**config.mk**
```make
export PLATFORM = sky130hd
export DESIGN_NAME = serial_dac_if
export DESIGN_NICKNAME = d
export VERILOG_FILES = /design/src/rtl/sdif_pkg.sv /design/src/rtl/sdif_sync.sv /design/src/rtl/sdif_frame.sv /design/src/rtl/sdif_sdo.sv /design/src/rtl/serial_dac_if.sv
export SDC_FILE = /design/constraint.sdc
export NUM_CORES = 1
export LEC_CHECK = 0
export BUFFER_PORTS_ARGS = -buffer_cell sky130_fd_sc_hd__buf_2
export CELL_PAD_IN_SITES_DETAIL_PLACEMENT = 1
export CELL_PAD_IN_SITES_GLOBAL_PLACEMENT = 1
export CORE_MARGIN = 1.5
export CORE_UTILIZATION = 43
export DETAILED_ROUTE_END_ITERATION = 16
export PLACE_DENSITY = 0.81
export SLEW_MARGIN = 25
export SYNTH_ARGS = -nofsm -noshare
export SYNTH_HDL_FRONTEND = slang
export SYNTH_SLANG_ARGS = --single-unit
```
**constraint.sdc**
```tcl
create_clock -name clk -period 2.15 [get_ports clk]
set_clock_uncertainty 0.1 [all_clocks]
set_input_delay 0.43 -clock clk [delete_from_list [all_inputs] [get_ports clk]]
set_output_delay 0.43 -clock clk [all_outputs]
set_load 0.03 [all_outputs]
```
**src/rtl/sdif_pkg.sv**
```systemverilog
package sdif_pkg;

    typedef enum logic [1:0] {
        FM_IDLE   = 2'd0,
        FM_SHIFT  = 2'd1,
        FM_STATUS = 2'd2
    } frame_mode_e;

    typedef struct packed {
        logic sck;
        logic sdi;
        logic csld;
        logic busy;
    } pins_t;

    localparam int PIN_COUNT = 4;
    localparam logic [PIN_COUNT-1:0] PIN_RST_VAL = 4'b0010;

    function automatic logic rise_of(input logic now_v, input logic prev_v);
        return now_v & ~prev_v;
    endfunction

    function automatic logic fall_of(input logic now_v, input logic prev_v);
        return ~now_v & prev_v;
    endfunction

endpackage

```
**src/rtl/sdif_sync.sv**
```systemverilog
module sdif_sync #(
    parameter int                 WIDTH   = 4,
    parameter int                 STAGES  = 2,
    parameter logic [WIDTH-1:0]   RST_VAL = '0
) (
    input  logic             clk,
    input  logic             rst,
    input  logic [WIDTH-1:0] d_i,
    output logic [WIDTH-1:0] s_o
);

    for (genvar b = 0; b < WIDTH; b++) begin : g_bit
        logic [STAGES-1:0] chain;
        always_ff @(posedge clk) begin
            if (rst) begin
                chain <= {STAGES{RST_VAL[b]}};
            end else begin
                chain <= {chain[STAGES-2:0], d_i[b]};
            end
        end
        assign s_o[b] = chain[STAGES-1];
    end

endmodule

```
**src/rtl/sdif_frame.sv**
```systemverilog
module sdif_frame
    import sdif_pkg::*;
#(
    parameter int CS_LEN = 16,
    parameter int LD_LEN = 14
) (
    input  logic              clk,
    input  logic              rst,
    input  logic              fmt_cs_i,
    input  logic              sdi_i,
    input  logic              sck_prev_i,
    input  logic              sck_rise_i,
    input  logic              csld_rise_i,
    input  logic              csld_fall_i,
    output frame_mode_e       mode_o,
    output logic [CS_LEN-1:0] shreg_o,
    output logic [CS_LEN-1:0] word_o,
    output logic              word_vld_o
);

    localparam int CNT_W   = $clog2(CS_LEN + 2);
    localparam int PAD_W   = CS_LEN - LD_LEN;
    localparam logic [CNT_W-1:0] CNT_FULL = CNT_W'(CS_LEN);
    localparam logic [CNT_W-1:0] CNT_OVER = CNT_W'(CS_LEN + 1);

    frame_mode_e       mode_q;
    logic [CNT_W-1:0]  cnt_q;
    logic [CS_LEN-1:0] shreg_q;
    logic [CS_LEN-1:0] word_q;
    logic              vld_q;

    always_ff @(posedge clk) begin
        if (rst) begin
            mode_q  <= FM_IDLE;
            cnt_q   <= '0;
            shreg_q <= '0;
            word_q  <= '0;
            vld_q   <= 1'b0;
        end else begin
            vld_q <= 1'b0;
            if (fmt_cs_i) begin
                if (csld_fall_i) begin
                    mode_q <= sck_prev_i ? FM_SHIFT : FM_STATUS;
                    cnt_q  <= '0;
                end else if (csld_rise_i) begin
                    if (mode_q == FM_SHIFT && cnt_q == CNT_FULL) begin
                        word_q <= shreg_q;
                        vld_q  <= 1'b1;
                    end
                    mode_q <= FM_IDLE;
                end else if (mode_q == FM_SHIFT && sck_rise_i) begin
                    shreg_q <= {sdi_i, shreg_q[CS_LEN-1:1]};
                    if (cnt_q != CNT_OVER) begin
                        cnt_q <= cnt_q + 1'b1;
                    end
                end
            end else begin
                mode_q <= FM_IDLE;
                if (sck_rise_i) begin
                    shreg_q <= {{PAD_W{1'b0}}, shreg_q[LD_LEN-2:0], sdi_i};
                end
                if (csld_rise_i) begin
                    word_q <= shreg_q;
                    vld_q  <= 1'b1;
                end
            end
        end
    end

    assign mode_o     = mode_q;
    assign shreg_o    = shreg_q;
    assign word_o     = word_q;
    assign word_vld_o = vld_q;

endmodule

```
**src/rtl/sdif_sdo.sv**
```systemverilog
module sdif_sdo
    import sdif_pkg::*;
(
    input  logic        clk,
    input  logic        rst,
    input  logic        fmt_cs_i,
    input  frame_mode_e mode_i,
    input  logic        csld_i,
    input  logic        csld_fall_i,
    input  logic        sck_fall_i,
    input  logic        busy_i,
    input  logic        lsb_i,
    input  logic        msb_i,
    output logic        sdo_o,
    output logic        sdo_oe_o
);

    logic sdo_q;

    always_ff @(posedge clk) begin
        if (rst) begin
            sdo_q <= 1'b0;
        end else if (fmt_cs_i) begin
            if (csld_fall_i || (mode_i == FM_SHIFT && sck_fall_i)) begin
                sdo_q <= lsb_i;
            end
        end else if (sck_fall_i) begin
            sdo_q <= msb_i;
        end
    end

    always_comb begin
        if (fmt_cs_i) begin
            sdo_oe_o = ~csld_i;
            sdo_o    = (mode_i == FM_STATUS) ? ~busy_i : sdo_q;
        end else begin
            sdo_oe_o = 1'b1;
            sdo_o    = busy_i ? 1'b0 : sdo_q;
        end
    end

endmodule

```
**src/rtl/serial_dac_if.sv**
```systemverilog
module serial_dac_if
    import sdif_pkg::*;
#(
    parameter int CS_LEN      = 16,
    parameter int LD_LEN      = 14,
    parameter int SYNC_STAGES = 2
) (
    input  logic              clk,
    input  logic              rst,
    input  logic              fmt_cs_i,
    input  logic              sck_i,
    input  logic              sdi_i,
    input  logic              csld_i,
    input  logic              busy_i,
    output logic              sdo_o,
    output logic              sdo_oe_o,
    output logic [CS_LEN-1:0] word_o,
    output logic              word_vld_o
);

    pins_t             pins_raw;
    pins_t             pins_s;
    logic [PIN_COUNT-1:0] pins_s_vec;
    logic              sck_p;
    logic              csld_p;
    logic              sck_rise;
    logic              sck_fall;
    logic              csld_rise;
    logic              csld_fall;
    frame_mode_e       mode;
    logic [CS_LEN-1:0] shreg;

    assign pins_raw = '{sck: sck_i, sdi: sdi_i, csld: csld_i, busy: busy_i};

    sdif_sync #(
        .WIDTH   (PIN_COUNT),
        .STAGES  (SYNC_STAGES),
        .RST_VAL (PIN_RST_VAL)
    ) i_sync (
        .clk (clk),
        .rst (rst),
        .d_i (pins_raw),
        .s_o (pins_s_vec)
    );

    assign pins_s = pins_t'(pins_s_vec);

    always_ff @(posedge clk) begin
        if (rst) begin
            sck_p  <= PIN_RST_VAL[3];
            csld_p <= PIN_RST_VAL[1];
        end else begin
            sck_p  <= pins_s.sck;
            csld_p <= pins_s.csld;
        end
    end

    assign sck_rise  = rise_of(pins_s.sck, sck_p);
    assign sck_fall  = fall_of(pins_s.sck, sck_p);
    assign csld_rise = rise_of(pins_s.csld, csld_p);
    assign csld_fall = fall_of(pins_s.csld, csld_p);

    sdif_frame #(
        .CS_LEN (CS_LEN),
        .LD_LEN (LD_LEN)
    ) i_frame (
        .clk         (clk),
        .rst         (rst),
        .fmt_cs_i    (fmt_cs_i),
        .sdi_i       (pins_s.sdi),
        .sck_prev_i  (sck_p),
        .sck_rise_i  (sck_rise),
        .csld_rise_i (csld_rise),
        .csld_fall_i (csld_fall),
        .mode_o      (mode),
        .shreg_o     (shreg),
        .word_o      (word_o),
        .word_vld_o  (word_vld_o)
    );

    sdif_sdo i_sdo (
        .clk         (clk),
        .rst         (rst),
        .fmt_cs_i    (fmt_cs_i),
        .mode_i      (mode),
        .csld_i      (pins_s.csld),
        .csld_fall_i (csld_fall),
        .sck_fall_i  (sck_fall),
        .busy_i      (pins_s.busy),
        .lsb_i       (shreg[0]),
        .msb_i       (shreg[LD_LEN-1]),
        .sdo_o       (sdo_o),
        .sdo_oe_o    (sdo_oe_o)
    );

endmodule

```
Yosys cells after proc, flatten, opt, wreduce, memory -nomap -nowiden
Cells that the tools add are included.
W data, S select, Z words.
Word-level totals
  register bits: 51
  bits of input ports: 7
  output and inout port bits: 19
Cells by class
  add/subtract/negate cells: 1
  equal/unequal tests: 10
  mux-type cells: 29
  bitwise operators: 10
  reductions and logical operators: 15
Operators with widths (number)
  $mux W16: 10
  $mux W5: 4
  $mux W1: 12
  $reduce_and A4 Y1: 3
  $reduce_bool A2 Y1: 6
  $ne A2 B1 Y1 const B: 4
  $mux W2: 3
  $not A1 Y1: 6
  $add A5 B1 Y5 const B: 1
  $eq A5 B5 Y1 const B: 1
  $ne A5 B5 Y1 const B: 1
  $and A1 B1 Y1: 4
  $ne A2 B2 Y1 const B: 2
  $logic_and A1 B1 Y1: 3
  $eq A2 B1 Y1 const B: 1
  $eq A2 B2 Y1 const B: 1
  $reduce_and A2 Y1: 1
  $reduce_or A2 Y1: 1
  $logic_or A1 B1 Y1: 1

Depth between registers and ports, before layout
Gate-level depths: netlist of run 1.
  depth in word-level cells: 7
  gate-level depth with buffers: 8
  depth with buffers taken out: 6

Cells and area by module
From an unflattened synthesis of run 1, not the netlist that was laid out.
Unflattened totals
  cells, all modules: 245
  area, all modules: 2386.0 um^2
By module, submodules not included
  sdif_frame: times used 1, cells an instance 204, area an instance 1968.1 um^2, sequential area each 800.8 um^2
  sdif_sync: times used 1, cells an instance 20, area an instance 240.2 um^2, sequential area each 160.2 um^2
  sdif_sdo: times used 1, cells an instance 13, area an instance 100.1 um^2, sequential area each 20.0 um^2
  serial_dac_if: times used 1, cells an instance 8, area an instance 77.6 um^2, sequential area each 40.0 um^2

Worst setup path before layout of run 1
No wires, ideal clock.
  kind: register to register
  start: register i_sync.g_bit[1].chain[1]
  end: register i_frame.shreg_q[13], in the netlist i_frame.shreg_o[13]
  arrival: 1.642 ns
  slack: 0.276 ns
  cell stages (with the launch flop): 9
  path buffers: 2
  cell sequence: dfxtp_1 > inv_1 > ha_1 > clkbuf_1 > nor3b_1 > nand2_1 > buf_2 > o22ai_1 > nor3_1
On the way
  word-level cells in the longest chain between the ends: 4
  elaborated cells between the ends (all ways): 6
  classes of those cells: eq/ne: 2; bitwise: 3; reduce/logical: 1
Ends and longest elaborated chain
  from (decl): RTL line sdif_sync.sv:13  | logic [STAGES-1:0] chain;
  from (signal assigned): RTL line sdif_sync.sv:16  | chain <= {STAGES{RST_VAL[b]}};
  from (signal assigned): RTL line sdif_sync.sv:18  | chain <= {chain[STAGES-2:0], d_i[b]};
  $not A1 Y1: RTL line sdif_pkg.sv:24  | return ~now_v & prev_v;
  $and A1 B1 Y1: RTL line sdif_pkg.sv:24
  $ne A2 B2 Y1 (no source line)
  $reduce_and A4 Y1 (no source line) (*)
  to (signal assigned): RTL line sdif_frame.sv:52  | shreg_q <= {sdi_i, shreg_q[CS_LEN-1:1]};
  to (signal assigned): RTL line sdif_frame.sv:60  | shreg_q <= {{PAD_W{1'b0}}, shreg_q[LD_LEN-2:0], sdi_i};
  to (decl): RTL line sdif_frame.sv:28  | logic [CS_LEN-1:0] shreg_q;
Every way passes the cells marked *; elsewhere a longest branch is shown, timed or not.
A chain may end at the register's enable or synchronous reset.

Worst setup path after layout of run 1
  start: register i_sync.g_bit[1].chain[1]
  end: register i_frame.word_q[0], in the netlist i_frame.word_o[0]
On the way
  word-level cells in the longest chain between the ends: 4
  elaborated cells between the ends (all ways): 7
  classes of those cells: eq/ne: 1; bitwise: 3; reduce/logical: 3
Ends and longest elaborated chain
  $not A1 Y1: RTL line sdif_pkg.sv:24
  $and A1 B1 Y1: RTL line sdif_pkg.sv:24
  $ne A2 B2 Y1 (no source line) / $reduce_bool A2 Y1 (equally long branches)
  $reduce_and A4 Y1 (no source line) (*)
  to (signal assigned): RTL line sdif_frame.sv:47  | word_q <= shreg_q;
  to (signal assigned): RTL line sdif_frame.sv:63  | word_q <= shreg_q;
  to (decl): RTL line sdif_frame.sv:29  | logic [CS_LEN-1:0] word_q;
Marks and branches as above.

==> results of run 1 <==
cells in the final DEF (no fill, tap or decap), types with 3 or more instances in the layout:
| master | n |
|---|---|
| o21ai_1 | 8 |
| dfxtp_1 | 51 |
| o22ai_1 | 15 |
| nand3_1 | 19 |
| nor2_1 | 18 |
| nand2_1 | 6 |
| nor3_1 | 14 |
| clkbuf_8 | 6 |
| or2_2 | 3 |
| buf_4 | 9 |
| nand2b_1 | 5 |
| o21ai_0 | 11 |
| buf_2 | 25 |
| ha_1 | 5 |
| a31oi_1 | 3 |
| nor2b_1 | 8 |
| a21oi_1 | 23 |
| inv_1 | 8 |
critical path, cell delays in order (launching register included):
cell and delay, ns:
dfxtp_1 0.39, inv_1 0.07, ha_1 0.27, nand4bb_1 0.36
o31a_4 0.43, o21ai_0 0.20, a21oi_1 0.09
final cells by class:
cell class / instances / area [sq um]
Clock buffer: 6 / 82.6
Clock inverter: 2 / 16.3
Fill cell: 585 / 2310
Inverter: 9 / 33.8
Multi-Input combinational cell: 164 / 981
Sequential cell: 51 / 1020
Tap cell: 67 / 83.8
Timing Repair Buffer: 34 / 193
stage by stage:
stage | setup WS (ns) | TNS [ns] | utilization, % | cell area (sq um) | power (W)
2_1_floorplan | 0.276 | 0 | - | 2100 | 0.00107
3_3_place_gp | 0.205 | 0 | 48.8 | 2300 | 0.00110
3_5_place_dp | 0.0963 | 0 | 48.8 | 2300 | 0.00110
6_report | 0.131 | 0 | 51.0 | 2410 | 0.00169
5_1_grt | -0.00376 | -0.00376 | 51.0 | 2410 | 0.00175
4_1_cts | 0.0487 | 0 | 50.9 | 2400 | 0.00170
registers in the layout (all words and copies together) (netlist names):
name,cells
i_frame.cnt_q,5
i_frame.word_o,16
csld_p,1
i_frame.mode_o,2
i_frame.shreg_o,16
i_frame.word_vld_o,1
i_sdo.sdo_q,1
i_sync.g_bit.chain,8
sck_p,1
cells by family (layout without fill, tap and decap cells):
| group | count (synthesis) | after routing | synth area share (%) |
|---|---|---|---|
| fa+ha+maj | 5 | 5 | 2.97 |
| buf+inv | 24 | 51 | 5.23 |
| simple gates | 90 | 90 | 23.6 |
| flops | 51 | 51 | 48.5 |
| compound gates | 69 | 69 | 19.7 |
what timing repair did:
| action | CTS | global route |
|---|---|---|
| setup endpoints to repair | 0 | 15 |
| resized for setup | 0 | 2 |
| setup buffers | 0 | 0 |
how the worst max path moves through the flow:
| stage | start | endpoint | slack [ns] | cells after the start |
|---|---|---|---|---|
| 2_1_floorplan | i_sync.g_bit[1].chain[1]$_SDFF_PP1_ | i_frame.shreg_o[13]$_SDFFE_PP0P_ | 0.28 | 8 |
| 3_3_place_gp | i_sync.g_bit[1].chain[1]$_SDFF_PP1_ | i_frame.word_o[0]$_SDFFE_PP0P_ | 0.20 | 6 |
| 3_5_place_dp | i_sync.g_bit[1].chain[1]$_SDFF_PP1_ | i_frame.word_o[5]$_SDFFE_PP0P_ | 0.1 | 6 |
| 4_1_cts | i_sync.g_bit[1].chain[1]$_SDFF_PP1_ | i_frame.word_o[5]$_SDFFE_PP0P_ | 0.05 | 6 |
| 5_1_grt | i_sync.g_bit[1].chain[1]$_SDFF_PP1_ | i_frame.word_o[0]$_SDFFE_PP0P_ | -0.004 | 6 |
| 6_report | i_sync.g_bit[1].chain[1]$_SDFF_PP1_ | i_frame.word_o[0]$_SDFFE_PP0P_ | 0.13 | 6 |
per-layer routing:
layer  wire, um  GRT usage (%)
met1       2620           32.9
met2       2210           28.8
met3        163           3.31
met4         80           7.55
met5          0              0
power groups by stage:
| stage | combinational, W | clock (W) | sequential (W) |
|---|---|---|---|
| after floorplan | 0.0000741 | 0 | 0.000994 |
| after global placement | 0.000103 | 0 | 0.000998 |
| after detailed placement | 0.000104 | 0 | 0.000999 |
| after CTS | 0.000105 | 0.000619 | 0.000977 |
| after global routing | 0.000118 | 0.000654 | 0.000980 |
| final | 0.000105 | 0.000610 | 0.000977 |
==> impl_metrics.csv, run 1 <==
group,metric,value,unit
worst_setup_path,worstSetupStartpointType,"flop",
detailed_routing,via_count,1846,
global_routing,grt_max_degree,26,
worst_setup_path,cp_max_fo,16,
synthesis,yosys-top-cells-area,"dfxtp_1, a21oi_1, nand3_1",
detailed_routing,wirelength,5080,um
pwr,pwr-share-comb,6.2,%
timing,worst_slew_pin_slew,0.551,ns
synthesis,postSynthCellCount,239,
synthesis,syn_area,0.00210,sq mm
worst_setup_path,critPathKind,"flop to flop",
cells_and_area,diodes,0,
place,gp_congestion,0.764,
pwr,p_sw_share,25.3,%
pwr,power.leakage,0.965,nW
detailed_routing,drt_pass1_iterations,4,
detailed_routing,route.detailed.drc,0,
job,maxCapViolations,0,
timing,fmax,495,MHz
synthesis,async_reset_ff_share,0,%
cells_and_area,final_cells,333,
detailed_routing,vias_per_cell,5.54,
clock_network,htree_num_levels,2,
clock_network,clk_path_buf_depth,2,
worst_setup_path,setup.worst_path.end_class,"flop",
synthesis,synth-seq-area-share,48.5,%
hold_path,hold_depth,2,
place,dpl.hpwl,3520,um
timing,final-hold-violation-count,0,
global_routing,overflow,0,
detailed_routing,routedWlPerCell,15.3,um
floorplanning,core,0.00472,sq mm
synthesis,avgSynthCellArea,8.80,sq um
synthesis,synth.most_common_cell,"dfxtp_1",
cells_and_area,drive_gt1_share,18.0,%
timing,min_period,2.02,ns
hold_path,min_from,"csld_i",
synthesis,synth_cell_type_count,39,
pwr,powerDensity,702,mW/mm^2
synthesis,synth-seq-cells,51,
synthesis,synth_top_area_cell,"dfxtp_1",
clock_network,cts_sinks,51,
floorplanning,die_x,72.9,um
worst_setup_path,reg2reg_slack,0.13,ns
timing,slew_headroom,63.1,%
timing,finalSetupViolCount,0,
clock_network,cts_tree,"yes",
floorplanning,io_pins,26,
status,status,"completed",
detailed_routing,ant_nets,0,
timing,whs,0.193,ns
pwr,internal-power,0.00126,W
timing,drv_slew,0,
pwr,seq_power_share,57.8,%
global_routing,first_global_vias,1668,
detailed_routing,drt_iter0_markers,167,
worst_setup_path,crit-reg2reg-launch,"i_sync.g_bit[1].chain[1]$_SDFF_PP1_",
synthesis,syn_nets,251,
synthesis,ys_warn_count,0,
place,io_buffer_count,25,
global_routing,grt_usage,21.1,%
clock_network,insertion_delay,0.32,ns
hold_path,hp-class,"primary input to flop",
clock_network,clock-root-buffer,"clkbuf_8",
worst_setup_path,cp_data_required_time,2.24,ns
clock_network,postCtsHoldBufs,0,
synthesis,synth_top_area_share,48.5,%
worst_setup_path,critPathArrivalTime,2.11,ns
floorplanning,num_rows,25,
synthesis,synth_flop_cell,"dfxtp_1",
pwr,p_sw,0.000428,W
clock_network,path_clk_slew,0.10,ns
synthesis,synth_edf_count,0,
global_routing,grt_pass1_wl,8630,um
synthesis,synthTopCellsByCount,"dfxtp_1, a21oi_1, nand3_1",
pwr,p_clk_share,36.0,%
timing,fin_crit_sh,93.9,%
floorplanning,die_h,72.9,um
clock_network,numCtsBuffers,5,
worst_setup_path,reg2reg_to,"i_frame.word_o[0]$_SDFFE_PP0P_",
floorplanning,die_area,0.00532,sq mm
worst_setup_path,reg2reg_depth,6,
hold_path,min_to,"i_sync.g_bit[1].chain[0]$_SDFF_PP1_",
cells_and_area,areaGrowthSynthToFinish,14.6,%
global_routing,antenna_found_initial,0,
place,post-place-cells,325,
pwr,ir_drop,322,uV
cells_and_area,fin_nets,277,
floorplanning,initial_core_util,44.5,%
(Power assumes the default switching activity.)
==> run 2, diff against run 1 <==
==> constraint.sdc (replaced) <==
create_clock -name clk -period 2.15 [get_ports clk]
set_clock_uncertainty 0.1 [all_clocks]
set_input_delay 0.3225 -clock clk [delete_from_list [all_inputs] [get_ports clk]]
set_output_delay 0.3225 -clock clk [all_outputs]
set_load 0.03 [all_outputs]
==> impl_metrics.csv, run 2 (synthesis results as in run 1) <==
group,metric,value,unit
status,status,"completed",
global_routing,first_global_vias,1822,
global_routing,antenna_found_initial,0,
pwr,powerDensity,716,mW/mm^2
timing,rsz0062_at_grt,"false",
worst_setup_path,crit-reg2reg-launch,"i_sync.g_bit[1].chain[1]$_SDFF_PP1_",
cells_and_area,areaGrowthSynthToFinish,14.5,%
place,io_buffer_count,25,
floorplanning,die_x,72.9,um
worst_setup_path,worstSetupStartpointType,"flop",
floorplanning,io_pins,26,
worst_setup_path,critPathKind,"flop to flop",
detailed_routing,wl_met1,2460,um
detailed_routing,met3_length,141,um
detailed_routing,via_count,1817,
timing,fin_tns_setup,0,ns
detailed_routing,highest_layer,"met4",
worst_setup_path,reg2reg_slack,0.24,ns
worst_setup_path,setup.worst_path.end_class,"flop",
timing,final-hold-violation-count,0,
timing,worst_slew_pin_slew,0.566,ns
timing,fin_crit_sh,88.9,%
cells_and_area,fin_nets,275,
clock_network,path_clk_slew,0.09,ns
floorplanning,initial_core_util,44.5,%
clock_network,htree_num_levels,2,
worst_setup_path,crit_start,"i_sync.g_bit[1].chain[1]$_SDFF_PP1_",
worst_setup_path,cp_data_required_time,2.28,ns
job,maxCapViolations,0,
hold_path,hold_depth,2,
worst_setup_path,critPathArrivalTime,2.04,ns
hold_path,min_from,"csld_i",
worst_setup_path,cp_max_fo,16,
cells_and_area,drive_gt1_share,17.1,%
global_routing,grt_max_degree,32,
clock_network,postCtsHoldBufs,0,
place,place_area,0.00230,sq mm
floorplanning,core,0.00472,sq mm
global_routing,overflow,0,
timing,min_period,1.91,ns
floorplanning,num_rows,25,
clock_network,cts_tree,"yes",
detailed_routing,ant_nets,0,
timing,whs,0.117,ns
detailed_routing,wirelength,5230,um
cells_and_area,final_cell_mix,"dfxtp_1, buf_2, a21oi_1, nand3_1, nor2_1",
floorplanning,die_h,72.9,um
timing,slew_headroom,62.3,%
detailed_routing,route.detailed.drc,0,
detailed_routing,drt_pass1_iterations,4,
global_routing,grt_pass1_wl,8850,um
cells_and_area,final_common_cell,"dfxtp_1",
timing,fmax,523,MHz
place,dpl.hpwl,3520,um
clock_network,clk_path_buf_depth,2,
pwr,power.leakage,0.943,nW
pwr,total_power,0.00172,W
clock_network,cts_sinks,51,
detailed_routing,routedWlPerCell,15.9,um
cells_and_area,diodes,0,
clock_network,clock-root-buffer,"clkbuf_8",
worst_setup_path,reg2reg_to,"i_frame.word_o[6]$_SDFFE_PP0P_",
cells_and_area,final_area,0.00241,sq mm
place,gp_congestion,0.731,
timing,drv_slew,0,
detailed_routing,drt_iter0_markers,94,
pwr,ir_drop,317,uV
hold_path,min_to,"i_sync.g_bit[1].chain[0]$_SDFF_PP1_",
worst_setup_path,reg2reg_depth,8,
clock_network,postCtsSetupRepairBufs,0,
clock_network,insertion_delay,0.30,ns
clock_network,numCtsBuffers,5,
floorplanning,die_area,0.00532,sq mm
timing,finalSetupViolCount,0,
hold_path,hp-class,"primary input to flop",
detailed_routing,vias_per_cell,5.51,
detailed_routing,wl_met2,2600,um
global_routing,grt_usage,21.5,%
clock_network,cts_resized,0,
-- run 2: cell count changes in the layout (fill, tap and decap cells not counted) --
| cell | change |
|---|---|
| ha_1 | -1 |
| clkinv_4 | -1 |
| ha_2 | +1 |
| buf_4 | -3 |
| bufinv_16 | +1 |
| clkbuf_8 | -1 |
| clkbuf_1 | +1 |
| buf_12 | +1 |
| o31a_2 | +1 |
| clkinvlp_4 | -1 |
| o31a_4 | -1 |
-- run 2: stage by stage --
step,setup WS (ns),utilization [%],cells
floorplan,0.276,-,239
CTS,0.0745,50.9,330
global placement,0.221,48.7,323
finish,0.238,51.0,330
detailed placement,0.0914,48.7,323
global route,0.104,51.0,330
-- run 2: worst max-delay path by stage --
| stage | endpoint | slack, ns |
|---|---|---|
| after global placement | i_frame.word_o[2]$_SDFFE_PP0P_ | 0.22 |
| after CTS | i_frame.word_o[3]$_SDFFE_PP0P_ | 0.07 |
| after floorplan | i_frame.shreg_o[13]$_SDFFE_PP0P_ | 0.28 |
| after global routing | i_frame.word_o[9]$_SDFFE_PP0P_ | 0.10 |
| final | i_frame.word_o[6]$_SDFFE_PP0P_ | 0.24 |
| after detailed placement | i_frame.word_o[1]$_SDFFE_PP0P_ | 0.09 |
-- run 2: power breakdown --
| part | switching (W) | internal [W] |
|---|---|---|
| clock network | 0.000300 | 0.000341 |
| registers | 0.0000149 | 0.000962 |
| logic | 0.0000697 | 0.0000362 |
-- run 2: routing by layer --
metal	vias up	track usage, %
met4	0	6.71
met3	2	4.56
met5	-	0
met2	24	33.4
li1	901	-
met1	890	30.0
-- run 2: critical path: stages (launching register included) --
cell	delay, ns
dfxtp_1	0.37
inv_1	0.06
ha_2	0.23
nand4bb_1	0.24
buf_4	0.17
o31ai_4	0.16
buf_4	0.23
nand3_1	0.10
a21oi_1	0.17
-- run 2: area by class of cell --
| type | instances | area [sq um] |
|---|---|---|
| inverters | 9 | 33.8 |
| clock inverters | 1 | 30.0 |
| flip-flops and latches | 51 | 1020 |
| repair buffers | 32 | 190 |
| well taps | 67 | 83.8 |
| multi-input cells | 164 | 976 |
| clock buffers | 6 | 72.6 |
| fillers | 584 | 2320 |
==> run 3, diff against run 2 <==
ABC_AREA = 1   (was default)
CORE_UTILIZATION = 41   (was 43)
PLACE_DENSITY = 0.8   (was 0.81)
==> impl_metrics.csv, run 3 <==
group,metric,value,unit
timing,worst_slew_pin_slew,0.350,ns
floorplanning,die_x,79.2,um
cells_and_area,final_common_cell,"nand2_1",
timing,fmax,560,MHz
hold_path,hp-class,"primary input to flop",
synthesis,synth.most_common_cell,"nand2_1",
timing,rsz0062_at_grt,"false",
floorplanning,die_area,0.00628,sq mm
floorplanning,num_rows,27,
cells_and_area,fin_nets,369,
worst_setup_path,critPathKind,"flop to flop",
clock_network,clk_path_buf_depth,2,
cells_and_area,areaGrowthSynthToFinish,10.3,%
timing,finalSetupViolCount,0,
timing,min_period,1.79,ns
pwr,ir_drop,262,uV
floorplanning,core,0.00554,sq mm
synthesis,syn_area,0.00238,sq mm
timing,fin_tns_setup,0,ns
cells_and_area,diodes,0,
synthesis,syn_nets,350,
timing,drv_slew,0,
synthesis,postSynthCellCount,338,
clock_network,clock-root-buffer,"clkbuf_8",
detailed_routing,route.detailed.drc,0,
worst_setup_path,max_stage_delay,0.36,ns
synthesis,synth_top_area_cell,"dfxtp_1",
floorplanning,io_pins,26,
worst_setup_path,worstSetupStartpointType,"flop",
pwr,power.leakage,1.11,nW
clock_network,postCtsSetupRepairBufs,0,
synthesis,synth_cell_type_count,25,
timing,final-hold-violation-count,0,
clock_network,insertion_delay,0.31,ns
synthesis,ys_warn_count,0,
synthesis,yosys-top-cells-area,"dfxtp_1, nand2_1, nand3_1",
synthesis,synth_edf_count,0,
worst_setup_path,crit_slowest_cell,"dfxtp_1",
cells_and_area,multi_input_area,0.00109,sq mm
detailed_routing,vias_per_cell,4.91,
timing,whs,0.0974,ns
detailed_routing,ant_nets,0,
place,gp_congestion,0.815,
cells_and_area,drive_gt1_share,14.5,%
global_routing,first_global_vias,2118,
cells_and_area,fillerInstances,755,
worst_setup_path,setup.worst_path.end_class,"flop",
detailed_routing,wirelength,5540,um
job,maxCapViolations,0,
clock_network,cts_tree,"yes",
clock_network,postCtsHoldBufs,0,
cells_and_area,final_area,0.00263,sq mm
synthesis,synth_flop_cell,"dfxtp_1",
global_routing,grt_pass1_wl,9670,um
synthesis,synth-seq-area-share,42.9,%
detailed_routing,drt_pass1_iterations,4,
worst_setup_path,critPathArrivalTime,1.92,ns
clock_network,numCtsBuffers,5,
clock_network,cts_resized,0,
synthesis,synth_top_area_share,42.9,%
cells_and_area,postLayoutCoreUtil,47.4,%
global_routing,antenna_found_initial,0,
detailed_routing,routedWlPerCell,12.9,um
cells_and_area,final_cell_mix,"nand2_1, dfxtp_1, nor2_1, inv_1, nand3_1",
worst_setup_path,worstPathCellList,"inv_1, ha_1, nor3_4, nand2_4, nand2_4, nand2_1, a21oi_1",
timing,fin_crit_sh,83.1,%
global_routing,overflow,0,
floorplanning,die_h,79.2,um
detailed_routing,via_count,2112,
worst_setup_path,cp_data_required_time,2.29,ns
global_routing,grt_usage,19.6,%
cells_and_area,regArea,0.00102,sq mm
timing,slew_headroom,76.6,%
floorplanning,initial_core_util,43.0,%
synthesis,avgSynthCellArea,7.05,sq um
synthesis,async_reset_ff_share,0,%
synthesis,synthTopCellsByCount,"nand2_1, dfxtp_1, nor2_1",
clock_network,htree_num_levels,2,
clock_network,path_clk_slew,0.09,ns
global_routing,grt_max_degree,34,
worst_setup_path,path_buf_inv,1,
detailed_routing,drt_iter0_markers,106,
pwr,powerDensity,650,mW/mm^2
place,place_area,0.00254,sq mm
worst_setup_path,cp_max_fo,17,
worst_setup_path,cpMostUsedCell,"nand2_4",
clock_network,cts_sinks,51,
worst_setup_path,critPathTopFamily,"simple AND/OR/NAND/NOR gates",
place,dpl.hpwl,3950,um
place,io_buffer_count,25,
status,status,"completed",
synthesis,synth-seq-cells,51,
==> run 3: worst paths after layout <==
kind | cells past startpoint | endpoint | slack (ns) | startpoint
setup / recovery | 7 | i_frame.shreg_o[5]$_SDFFE_PP0P_ | 0.36 | i_sync.g_bit[1].chain[1]$_SDFF_PP1_
hold reg to reg | 2 | i_sync.g_bit[2].chain[1]$_SDFF_PP0_ | 0.32 | i_sync.g_bit[2].chain[0]$_SDFF_PP0_
setup reg to reg | 7 | i_frame.shreg_o[5]$_SDFFE_PP0P_ | 0.36 | i_sync.g_bit[1].chain[1]$_SDFF_PP1_
hold / removal | 2 | i_sync.g_bit[1].chain[0]$_SDFF_PP1_ | 0.1 | csld_i
==> run 3: per-layer routing <==
metal  vias up  GRT usage [%]  wire length, um
li1       1109              -                -
met1       962           24.0             2630
met2        31           34.4             2670
met3        10           3.22              147
met4         0           6.84               91
met5         -              0                0
==> run 3: logic make-up after synthesis <==
kind of cell / after synthesis / share of synthesized area, %
adder cells (fa/ha/maj): 5 / 2.63
AO/OA/AOI/OAI: 56 / 12.3
buffers and inverters: 60 / 11.4
XOR/XNOR: 1 / 0.368
AND/OR/NAND/NOR: 165 / 30.4
flip-flops: 51 / 42.9
==> run 3: area by class of cell <==
| cell class | instances | area share, % |
|---|---|---|
| clock buffer | 5 | 2.62 |
| timing repair buffer | 30 | 6.67 |
| sequential | 51 | 38.9 |
| tap | 72 | 3.43 |
| multi-input combinational | 227 | 41.6 |
| inverter | 42 | 6.10 |
| clock inverter | 3 | 0.762 |
==> run 3: power by group <==
part           switching (W)  internal, W
Sequential         0.0000111     0.000966
Clock               0.000327     0.000227
Combinational       0.000123    0.0000539
Total               0.000461      0.00125
==> run 3: metrics by stage <==
step | worst slack, ns | cells | total power [W]
2_1_floorplan | 0.562 | 338 | 0.00113
3_3_place_gp | 0.413 | 422 | 0.00117
3_5_place_dp | 0.390 | 422 | 0.00118
4_1_cts | 0.369 | 430 | 0.00173
5_1_grt | 0.197 | 430 | 0.00180
6_report | 0.364 | 430 | 0.00171
